<file path="config.mk">
export PLATFORM = sky130hd
export DESIGN_NAME = dcfg_ctrl
export DESIGN_NICKNAME = d
export VERILOG_FILES = /design/src/rtl/dcfg_pkg.sv /design/src/rtl/dcfg_blink.sv /design/src/rtl/dcfg_regs.sv /design/src/rtl/dcfg_guard.sv /design/src/rtl/dcfg_ctrl.sv
export SDC_FILE = /design/constraint.sdc
export NUM_CORES = 1
export LEC_CHECK = 0
export BUFFER_PORTS_ARGS = -buffer_cell sky130_fd_sc_hd__buf_2
export CORE_UTILIZATION = 50
export CTS_CLUSTER_SIZE = 14
export DETAILED_ROUTE_END_ITERATION = 12
export GPL_TIMING_DRIVEN = 0
export PLACE_DENSITY_LB_ADDON = 0.15
export SLEW_MARGIN = 20
export SYNTH_ARGS = -nofsm -noshare
export SYNTH_HDL_FRONTEND = slang
export SYNTH_SLANG_ARGS = --single-unit
export TNS_END_PERCENT = 30
</file>
<file path="constraint.sdc">
create_clock -name clk -period 4.9 [get_ports clk]
set_clock_uncertainty 0.1 [all_clocks]
set_input_delay 0.245 -clock clk [delete_from_list [all_inputs] [get_ports clk]]
set_output_delay 0.245 -clock clk [all_outputs]
set_load 0.02 [all_outputs]
</file>
<file path="src/rtl/dcfg_pkg.sv">
package dcfg_pkg;
  localparam int ADDR_W = 8;
  localparam int DATA_W = 8;

  localparam int BIT_S = 0;
  localparam int BIT_L = 1;
  localparam int BIT_B = 2;
  localparam int BIT_F = 3;
  localparam int BIT_T = 4;
  localparam int BIT_R = 5;
  localparam int BIT_M = 6;
  localparam int BIT_P = 7;

  typedef struct packed {
    logic mode;
    logic font;
    logic rate;
    logic lock;
    logic spare;
  } cfg_t;
endpackage

</file>
<file path="src/rtl/dcfg_blink.sv">
module dcfg_blink #(
  parameter int SLOW_HALF = 4000000,
  parameter int FAST_HALF = 2000000
) (
  input  logic clk,
  input  logic rst,
  input  logic fast_i,
  input  logic restart_i,
  output logic phase_o
);
  localparam int CW = (SLOW_HALF > 2) ? $clog2(SLOW_HALF) : 1;
  localparam logic [CW-1:0] SLOW_LIM = CW'(SLOW_HALF - 1);
  localparam logic [CW-1:0] FAST_LIM = CW'(FAST_HALF - 1);

  logic [CW-1:0] cnt_q;
  logic          ph_q;
  logic [CW-1:0] lim;

  assign lim = fast_i ? FAST_LIM : SLOW_LIM;

  always_ff @(posedge clk) begin
    if (rst || restart_i) begin
      cnt_q <= '0;
      ph_q  <= 1'b1;
    end else if (cnt_q >= lim) begin
      cnt_q <= '0;
      ph_q  <= ~ph_q;
    end else begin
      cnt_q <= cnt_q + 1'b1;
    end
  end

  assign phase_o = ph_q;

  // the counter never passes the longest half-period
  a_r7_cnt_range: assert property (@(posedge clk) disable iff (rst)
    cnt_q <= SLOW_LIM);

  // a restart leaves the phase on and the counter at zero
  a_r6_restart_phase: assert property (@(posedge clk) disable iff (rst)
    restart_i |=> (ph_q && cnt_q == '0));

  // reset leaves the phase on
  a_r1_reset_phase: assert property (@(posedge clk)
    rst |=> (ph_q && cnt_q == '0));
endmodule

</file>
<file path="src/rtl/dcfg_regs.sv">
module dcfg_regs
  import dcfg_pkg::*;
(
  input  logic              clk,
  input  logic              rst,
  input  logic              wr_i,
  input  logic              rd_i,
  input  logic              sel_i,
  input  logic [DATA_W-1:0] wdata_i,
  input  logic              phase_i,
  output logic              font_o,
  output logic              mode_o,
  output logic              fast_o,
  output logic              lock_o,
  output logic              clr_o,
  output logic              resync_o,
  output logic              rd_valid_o,
  output logic [DATA_W-1:0] rd_data_o
);
  cfg_t              cfg_q;
  logic              clr_q, resync_q, rdv_q;
  logic [DATA_W-1:0] rdd_q;
  logic              wsel, rsel;
  logic [DATA_W-1:0] rd_word;

  assign wsel = wr_i & sel_i;
  assign rsel = rd_i & sel_i;

  always_comb begin
    rd_word        = '0;
    rd_word[BIT_P] = phase_i;
    rd_word[BIT_M] = cfg_q.mode;
    rd_word[BIT_F] = cfg_q.font;
    rd_word[BIT_B] = cfg_q.rate;
    rd_word[BIT_L] = cfg_q.lock;
    rd_word[BIT_S] = cfg_q.spare;
  end

  always_ff @(posedge clk) begin
    if (rst) begin
      cfg_q    <= '0;
      clr_q    <= 1'b0;
      resync_q <= 1'b0;
      rdv_q    <= 1'b0;
      rdd_q    <= '0;
    end else begin
      clr_q    <= wsel & wdata_i[BIT_R];
      resync_q <= wsel & wdata_i[BIT_T];
      rdv_q    <= rsel;
      if (rsel) rdd_q <= rd_word;
      if (wsel) begin
        cfg_q.mode  <= wdata_i[BIT_M];
        cfg_q.font  <= wdata_i[BIT_F];
        cfg_q.rate  <= wdata_i[BIT_B];
        cfg_q.lock  <= wdata_i[BIT_L];
        cfg_q.spare <= wdata_i[BIT_S];
      end
    end
  end

  assign font_o     = cfg_q.font;
  assign mode_o     = cfg_q.mode;
  assign fast_o     = cfg_q.rate;
  assign lock_o     = cfg_q.lock;
  assign clr_o      = clr_q;
  assign resync_o   = resync_q;
  assign rd_valid_o = rdv_q;
  assign rd_data_o  = rdd_q;

  // reset clears the stored bits and the pulses
  a_r1_reset_clear: assert property (@(posedge clk)
    rst |=> (cfg_q == '0 && !clr_q && !resync_q && !rdv_q));

  // a clear pulse only follows a config write with the clear bit
  a_r5_clr_cause: assert property (@(posedge clk) disable iff (rst)
    clr_q |-> $past(wr_i && sel_i && wdata_i[BIT_R]));

  // trigger bits always read back as zero
  a_r2_trig_zero: assert property (@(posedge clk) disable iff (rst)
    rdv_q |-> (rdd_q[BIT_R] == 1'b0 && rdd_q[BIT_T] == 1'b0));

  // phase bit matches the phase at the read
  a_r3_phase_read: assert property (@(posedge clk) disable iff (rst)
    rsel |=> (rdd_q[BIT_P] == $past(phase_i)));
endmodule

</file>
<file path="src/rtl/dcfg_guard.sv">
module dcfg_guard #(
  parameter int                     AW        = 8,
  parameter int                     N_PROT    = 3,
  parameter logic [N_PROT*AW-1:0]   PROT_LIST = {8'h0E, 8'h06, 8'h03}
) (
  input  logic          clk,
  input  logic          rst,
  input  logic          wr_i,
  input  logic          sel_i,
  input  logic [AW-1:0] addr_i,
  input  logic          lock_i,
  output logic          we_o
);
  logic [N_PROT-1:0] hit;
  logic              blocked;
  logic              we_q;

  for (genvar i = 0; i < N_PROT; i++) begin : g_match
    assign hit[i] = (addr_i == PROT_LIST[i*AW +: AW]);
  end

  assign blocked = lock_i & (|hit);

  always_ff @(posedge clk) begin
    if (rst) we_q <= 1'b0;
    else     we_q <= wr_i & ~sel_i & ~blocked;
  end

  assign we_o = we_q;

  // a locked protected write never reaches the enable
  a_r9_lock_blocks: assert property (@(posedge clk) disable iff (rst)
    (wr_i && lock_i && (|hit)) |=> !we_q);

  // the enable only follows a write
  a_r9_we_cause: assert property (@(posedge clk) disable iff (rst)
    we_q |-> $past(wr_i && !sel_i));
endmodule

</file>
<file path="src/rtl/dcfg_ctrl.sv">
module dcfg_ctrl
  import dcfg_pkg::*;
#(
  parameter logic [ADDR_W-1:0]       CFG_ADDR  = 8'h04,
  parameter int                      N_PROT    = 3,
  parameter logic [N_PROT*ADDR_W-1:0] PROT_LIST = {8'h0E, 8'h06, 8'h03},
  parameter int                      SLOW_HALF = 4000000,
  parameter int                      FAST_HALF = 2000000
) (
  input  logic              clk,
  input  logic              rst,
  input  logic              cmd_wr,
  input  logic              cmd_rd,
  input  logic [ADDR_W-1:0] cmd_addr,
  input  logic [DATA_W-1:0] cmd_wdata,
  output logic              rd_valid,
  output logic [DATA_W-1:0] rd_data,
  output logic              fwd_we,
  output logic              blink_on,
  output logic              mux_restart,
  output logic              clear_all,
  output logic              font16,
  output logic              mode_one_digit
);
  logic sel, restart, fast, lock, phase;

  assign sel     = (cmd_addr == CFG_ADDR);
  assign restart = cmd_wr & sel & cmd_wdata[BIT_T];

  dcfg_regs u_regs (
    .clk        (clk),
    .rst        (rst),
    .wr_i       (cmd_wr),
    .rd_i       (cmd_rd),
    .sel_i      (sel),
    .wdata_i    (cmd_wdata),
    .phase_i    (phase),
    .font_o     (font16),
    .mode_o     (mode_one_digit),
    .fast_o     (fast),
    .lock_o     (lock),
    .clr_o      (clear_all),
    .resync_o   (mux_restart),
    .rd_valid_o (rd_valid),
    .rd_data_o  (rd_data)
  );

  dcfg_blink #(
    .SLOW_HALF (SLOW_HALF),
    .FAST_HALF (FAST_HALF)
  ) u_blink (
    .clk       (clk),
    .rst       (rst),
    .fast_i    (fast),
    .restart_i (restart),
    .phase_o   (phase)
  );

  dcfg_guard #(
    .AW        (ADDR_W),
    .N_PROT    (N_PROT),
    .PROT_LIST (PROT_LIST)
  ) u_guard (
    .clk    (clk),
    .rst    (rst),
    .wr_i   (cmd_wr),
    .sel_i  (sel),
    .addr_i (cmd_addr),
    .lock_i (lock),
    .we_o   (fwd_we)
  );

  assign blink_on = phase;

  // the scan restart pulse comes with a fresh blink-on phase
  a_r6_pulse_phase: assert property (@(posedge clk) disable iff (rst)
    mux_restart |-> blink_on);
endmodule

</file>
**Word-level counts from Yosys, hierarchy flattened**

Cells that the tools add are included.

- RAM bits: 0
- Memories kept: 0
- Output and inout port bits: 15
- ROM bits: 0
- Bits in registers: 38
- Input bits: 20
- Latch bits: 0

- Eq/ne operators: 4
- Order comparisons: 1
- Divide/modulo/power cells: 0
- Reductions and logical operators: 3
- Multiply operators: 0
- Mux-type cells: 1
- $add $sub $neg: 1
- Shift operators: 0
- Bitwise operators: 10

Operators with widths:

| operator | count |
|---|---|
| adder 22 x 1 -> 22 bit, second input constant | 1 |
| >= comparator 22 bit | 1 |
| 2-to-1 mux 22 bit | 1 |
| equality test 8 x 3 -> 1 bit, second input constant | 2 |
| equality test 8 x 2 -> 1 bit, second input constant | 1 |
| equality test 8 x 4 -> 1 bit, second input constant | 1 |
| AND 1 bit | 7 |
| inverter 1 bit | 3 |
| OR reduction 3 bit | 1 |
| OR reduction 2 bit | 1 |
| logical OR 1 bit | 1 |

**Longest topological paths before layout**

Gate-level depths: netlist of run 1.

- Word-level depth: 5
- Gate-level depth with buffers: 8

**Cells and area by module**

Synthesis of run 1 repeated with hierarchy kept, for this count alone.

- Cell total of the unflattened synthesis: 203
- Area, all modules: 1,916.8 µm²

Modules (own cells, without submodules):

| module | cells each | area an instance (µm²) | times used | seq. area each (µm²) |
|---|---|---|---|---|
| dcfg_blink | 138 | 1,237.4 | 1 | 460.4 |
| dcfg_regs | 54 | 568.0 | 1 | 280.3 |
| dcfg_guard | 7 | 68.8 | 1 | 20.0 |
| dcfg_ctrl | 4 | 42.5 | 1 | 0.0 |

**Worst setup path after synthesis of run 1**

Ideal clock, no wire load.

- Path kind: register -> register
- Start point: register u_regs.cfg_q (netlist bit u_regs.fast_o)
- End point: register u_blink.cnt_q[17]
- Stages on the path, launching flop included: 9
- Data arrival time: 1.552 ns
- Buffers on the path: 1
- Slack: 3.184 ns
- Required time: 4.736 ns
- Cell sequence: dfxtp_1 > inv_1 > ha_1 > nand3_1 > nor2_1 > a41oi_2 > nand3_2 > buf_6 > nor2_1

- Word-level cells in the longest chain between the ends: 3

Ends and longest elaborated chain:

| item | line | RTL |
|---|---|---|
| start, declared | dcfg_regs.sv:20 | `cfg_t cfg_q;` |
| 2-to-1 mux 22 bit | dcfg_blink.sv:19 | `assign lim = fast_i ? FAST_LIM : SLOW_LIM;` |
| >= comparator 22 bit | dcfg_blink.sv:25 | `end else if (cnt_q >= lim) begin` |
| OR reduction 2 bit (no source line) | -- |  |
| end signal, assigned | dcfg_blink.sv:29 | `cnt_q <= cnt_q + 1'b1;` |
| end, declared | dcfg_blink.sv:15 | `logic [CW-1:0] cnt_q;` |

Every way passes these cells.
A chain may end at the register's enable or synchronous reset.

**Final worst setup path of run 1**

Ends and elaborated chain as after synthesis.

==> results of run 1 <==
-- cell usage in the layout (no fill, tap or decap), types with 2 or more instances in the layout --
cell,n
o21ai_0,2
xnor2_1,9
nor2_1,30
a21oi_1,14
nor3b_1,2
nor4_1,3
buf_6,2
xor2_1,11
nand3_2,2
buf_2,31
buf_4,2
dfxtp_1,38
clkbuf_4,5
conb_1,2
nor3_1,4
nand3_1,22
ha_1,8
and3_1,2
inv_1,5
nand2_1,20
nand4_1,5
clkbuf_1,4
and4_1,2
-- worst max path at each step --
| stage | slack [ns] | from | end |
|---|---|---|---|
| 2_1_floorplan | 3.18 | u_regs.fast_o | u_blink.cnt_q[17] |
| 3_3_place_gp | 2.93 | u_regs.fast_o | u_blink.cnt_q[20] |
| 3_5_place_dp | 2.91 | u_regs.fast_o | u_blink.cnt_q[17] |
| 4_1_cts | 2.87 | u_regs.fast_o | u_blink.cnt_q[17] |
| 5_1_grt | 2.71 | u_regs.fast_o | u_blink.cnt_q[17] |
| 6_report | 2.88 | u_regs.fast_o | u_blink.cnt_q[17] |
-- cell families (layout without fill, tap and decap cells) --
logic type,after synthesis,after routing,share of synthesized area (%)
adders and majority gates,8,8,5.735
and+or+nand+nor,99,99,29.32
DFF,38,38,43.58
buffers and inverters,12,49,3.942
muxes,1,1,0.5735
AOI/OAI and AO/OA,20,20,6.596
other,1,2,0.2148
xor gates and xnor gates,20,20,10.04
-- area by class of cell --
type                    count  area, um^2
plain buffers               7       50.05
clock buffers               7       45.04
fillers                   324        1335
inverters                   5       18.77
repair buffers             30       150.1
well taps                  46       57.56
multi-input cells         150       919.6
flip-flops and latches     38       760.7
-- Yosys cell counts (3+ instances only) --
| cell type | count |
|---|---|
| dfxtp_1 | 38 |
| nor2_1 | 30 |
| nand3_1 | 22 |
| nand2_1 | 20 |
| a21oi_1 | 14 |
| xor2_1 | 11 |
| xnor2_1 | 9 |
| ha_1 | 8 |
| inv_1 | 5 |
| nand4_1 | 5 |
| nor3_1 | 4 |
| nor4_1 | 3 |
-- where the power goes --
group	leakage (nW)	total [mW]	internal [mW]	switching, mW
registers	0.307	0.314	0.311	0.00231
clock network	0.0254	0.149	0.0541	0.0944
logic	0.473	0.0271	0.0121	0.0151
-- metal layers --
| layer | routed length (um) | vias to the layer above | share of wire, % | global-route usage [%] |
|---|---|---|---|---|
| met4 | 37 | 0 | 1.1 | 4.870 |
| li1 | - | 755 | - | - |
| met1 | 1653 | 648 | 51 | 28.27 |
| met5 | 0 | - | 0 | 0 |
| met2 | 1434 | 20 | 44 | 29.19 |
| met3 | 121 | 6 | 3.7 | 6.933 |
-- worst register-to-register path: cells and delay by family (launching register included) --
family / cells / cell delay (ns)
compound gates: 2 / 0.29
buf+inv: 2 / 0.32
simple gates: 3 / 0.40
fa+ha+maj: 1 / 0.35
flops: 1 / 0.50
==> results.sh, run 1 <==
export IMPL_outcome="complete, no violations"
export IMPL_fin_util_pct=59.99
export IMPL_synth_area_mm2=0.001745
export IMPL_min_path_cells=2
export IMPL_clockBufferDepth=2
export IMPL_worstHoldStart="rst"
export IMPL_critPathSlowestCell="dfxtp_1"
export IMPL_avgSynthCellArea_um2=8.771
export IMPL_die_area_mm2=0.003731
export IMPL_rsz0062_at_grt="no"
export IMPL_arrival_ns=2.20
export IMPL_cts_tree="yes"
export IMPL_fin_nets=265
export IMPL_synth_async_sr_flop_share_pct=0
export IMPL_drc_errors=0
export IMPL_fmax_mhz=496.3
export IMPL_worstPathRequired_ns=5.08
export IMPL_leakagePower_nw=0.8051
export IMPL_cts_resized=0
export IMPL_hold_end="u_regs.rd_data_o[1]"
export IMPL_cts_clk_slew_worst_paths_ns=0.10
export IMPL_dp_cells=276
export IMPL_ys_seq_area_share_pct=43.58
export IMPL_firstDrtPassIters=4
export IMPL_die_h_um=61.09
export IMPL_start_util_pct=52.31
export IMPL_dpl_worst_slack_ns=2.906
export IMPL_yosys_warnings=0
export IMPL_cellPowerDensity_mw_per_mm2=244.4
export IMPL_detail_route_antenna_nets=0
export IMPL_r2r_slack_ns=2.88
export IMPL_routed_wl_mm=3.246
export IMPL_root_buffer="clkbuf_4"
export IMPL_drtIter0Drc=61
export IMPL_finalWeightedCongestion=0.7806
export IMPL_hold_slack_ns=0.03898
export IMPL_cpPeakStageDelay_ns=0.50
export IMPL_grt_pass1_wl_mm=5.464
export IMPL_final_hold_viol_count=0
export IMPL_synth_largest_area_cell="dfxtp_1"
export IMPL_worstReg2RegEnd="u_blink.cnt_q[17]"
export IMPL_drive_gt1_share_pct=19.41
export IMPL_dp_hpwl_mm=2.420
export IMPL_die_w_um=61.09
export IMPL_syn_to_final_growth_pct=14.70
export IMPL_criticalPathCategory="flip-flop to flip-flop"
export IMPL_cp_cell_sequence="inv_1 -> ha_1 -> nand3_1 -> a211oi_1 -> a41oi_2 -> nand3_2 -> buf_6 -> nor2_1"
export IMPL_path_buf_inv=2
export IMPL_antenna_cells=0
export IMPL_reg2reg_depth=8
export IMPL_synth_edff_count=0
export IMPL_synth_ff_type="dfxtp_1"
export IMPL_cts_hold_buf=0
export IMPL_largest_register="u_blink.cnt_q"
export IMPL_max_cap_viol_count=0
export IMPL_fin_ws_ns=2.885
export IMPL_finalCritPeriodShare_pct=41.12
export IMPL_ios=35
export IMPL_total_power_uw=489.2
export IMPL_finalMaxSlewViolations=0
export IMPL_grt_ovfl_total=0
export IMPL_core_area_mm2=0.003337
export IMPL_grt_pass1_vias=1242
export IMPL_r2r_start="u_regs.fast_o"
export IMPL_antenna_found_initial=0
export IMPL_largest_reg_flops=22
export IMPL_rows=21
export IMPL_cp_top_family="flip-flops"
export IMPL_track_usage_pct=19.98
export IMPL_htree_levels=2
export IMPL_end_kind="flip-flop"
export IMPL_synth_cell_type_count=34
export IMPL_final_cell_area_mm2=0.002002
export IMPL_post_cts_setup_buffers=0
export IMPL_num_vias=1429
export IMPL_peakVddDrop_mv=0.1490
export IMPL_syn_inst=199
export IMPL_clock_sinks=38
export IMPL_synth_top_cell_area_share_pct=43.58
export IMPL_fin_cells=283
export IMPL_min_path_type="input pin to flip-flop"
export IMPL_insertion_delay_ns=0.35
export IMPL_post_drt_wl_per_cell_um=11.47
export IMPL_ys_ff_latch=38
export IMPL_crit_fanout=10
export IMPL_via_per_inst=5.049
export IMPL_placed_area_mm2=0.001957
export IMPL_setup_viol=0
export IMPL_synth_area_leaders="dfxtp_1 (44%), nor2_1 (6.5%), nand3_1 (6.3%), ha_1 (5.7%), xor2_1 (5.5%)"
export IMPL_port_buffers=30
export IMPL_cts_buffers=5
export IMPL_grt_max_degree=11
export IMPL_fin_setup_tns_ns=0
export IMPL_critPathLaunchType="flip-flop"
export IMPL_cp_num_cells=8
export IMPL_fin_crit_ns=2.015
(Power assumes the default switching activity.)
==> inputs of run 2 (changes only) <==
clock period = 1.9 ns   (was 4.9 ns; I/O delays follow)
==> run 2 against run 1 <==
Sequential power increased to 2.6 times the previous value; fmax grew 14%; cell count increased by 5.7%; utilization grew 6.4 points; non-clock buffer count increased by 16; clock-buffer cell count unchanged.
==> results.sh, run 2 (synthesized netlist as in run 1, its figures left out) <==
export IMPL_outcome="complete, no violations"
export IMPL_cts_buffers=5
export IMPL_total_power_mw=1.288
export IMPL_final_hold_viol_count=0
export IMPL_antenna_cells=0
export IMPL_cts_clk_slew_worst_paths_ns=0.10
export IMPL_peakVddDrop_mv=0.3932
export IMPL_final_common_cell="dfxtp_1"
export IMPL_ios=35
export IMPL_track_usage_pct=20.82
export IMPL_via_per_inst=5.074
export IMPL_port_buffers=30
export IMPL_finalWeightedCongestion=0.7806
export IMPL_drtIter0Drc=52
export IMPL_arrival_ns=1.95
export IMPL_fin_util_pct=66.37
export IMPL_grt_pass1_wl_mm=5.699
export IMPL_critPathLaunchType="flip-flop"
export IMPL_die_w_um=61.09
export IMPL_syn_to_final_growth_pct=26.88
export IMPL_setup_viol=0
export IMPL_r2r_slack_ns=0.14
export IMPL_post_drt_wl_per_cell_um=12.13
export IMPL_final_cell_mix="dfxtp_1 (35), buf_2 (31), nor2_1 (29)"
export IMPL_dp_hpwl_mm=2.420
export IMPL_num_vias=1517
export IMPL_fin_nets=281
export IMPL_fin_setup_tns_ns=0
export IMPL_cts_tree="yes"
export IMPL_finalMaxSlewViolations=0
export IMPL_detail_route_antenna_nets=0
export IMPL_leakagePower_nw=0.8868
export IMPL_die_area_mm2=0.003731
export IMPL_dp_cells=276
export IMPL_firstDrtPassIters=4
export IMPL_largest_reg_flops=22
export IMPL_core_area_mm2=0.003337
export IMPL_htree_levels=2
export IMPL_placed_area_mm2=0.001957
export IMPL_antenna_found_initial=0
export IMPL_crit_fanout=6
export IMPL_grt_ovfl_total=0
export IMPL_final_cell_area_mm2=0.002215
export IMPL_worstPathRequired_ns=2.09
export IMPL_grt_max_degree=11
export IMPL_insertion_delay_ns=0.34
export IMPL_layout_area_seq_um2=767.0
export IMPL_largest_register="u_blink.cnt_q"
export IMPL_finalCritPeriodShare_pct=92.68
export IMPL_multi_input_area_um2=978.4
export IMPL_drive_gt1_share_pct=24.90
export IMPL_min_path_type="input pin to flip-flop"
export IMPL_rows=21
export IMPL_fill_cells=302
export IMPL_grt_pass1_vias=1305
export IMPL_root_buffer="clkbuf_4"
export IMPL_end_kind="flip-flop"
export IMPL_fin_crit_ns=1.761
export IMPL_max_cap_viol_count=0
export IMPL_drc_errors=0
export IMPL_fmax_mhz=567.9
export IMPL_criticalPathCategory="flip-flop to flip-flop"
export IMPL_start_util_pct=52.31
export IMPL_clockBufferDepth=2
export IMPL_die_h_um=61.09
export IMPL_fin_cells=299
export IMPL_clock_sinks=38
export IMPL_cellPowerDensity_mw_per_mm2=581.8
export IMPL_routed_wl_mm=3.628
## run 2: metrics by stage
step / hold slack [ns] / setup slack [ns]
after detailed placement: 0.2526 / -0.09423
after global routing: 0.04618 / -0.0002638
after CTS: 0.02423 / 0.04080
after floorplan: 0.06407 / 0.1839
after global placement: 0.2560 / -0.07007
final: 0.05726 / 0.1390
## run 2: worst paths after layout
check | start | endpoint | cells after the start
max reg2reg | u_regs.fast_o | u_blink.cnt_q[20] | 8
max | u_regs.fast_o | u_blink.cnt_q[20] | 8
min | cmd_wr | u_regs.cfg_q[0] | 3
min reg2reg | u_regs.cfg_q[0] | u_regs.cfg_q[0] | 2
## run 2: what timing repair did
| action | CTS | global route |
|---|---|---|
| setup endpoints to repair | 21 | 21 |
| pin swaps | 0 | 5 |
| gates cloned | 0 | 1 |
| hold endpoints to repair | 15 | 0 |
| gates resized for setup | 3 | 15 |
| setup buffers | 0 | 4 |
| hold buffers | 11 | 0 |
## run 2: metal layers
| metal | part of all wire [%] | vias up | GRT usage, % |
|---|---|---|---|
| met5 | 0 | - | 0 |
| met3 | 4.1 | 4 | 6.933 |
| met2 | 46 | 25 | 31.99 |
| met4 | 0.80 | 0 | 4.870 |
| met1 | 49 | 699 | 28.40 |
| li1 | - | 789 | - |
## run 2: cell type report
type                            instances  area share [%]
Buffer                                  7           2.260
Multi-Input combinational cell        150           44.18
Inverter                                5          0.8475
Clock buffer                            7           2.034
Sequential cell                        38           34.63
Tap cell                               46           2.599
Timing Repair Buffer                   46           13.45
## run 2: power by group
part	total, mW	internal, mW	switching [mW]
Combinational	0.0941	0.0491	0.0450
Clock	0.384	0.140	0.245
Sequential	0.810	0.802	0.00769
## run 2: critical path, stage by stage (launching register included)
cell	delay, ns
dfxtp_4	0.40
inv_2	0.07
ha_1	0.31
nand3_2	0.09
a211oi_2	0.05
a41oi_2	0.26
nand3_4	0.15
buf_4	0.19
nor2_1	0.09
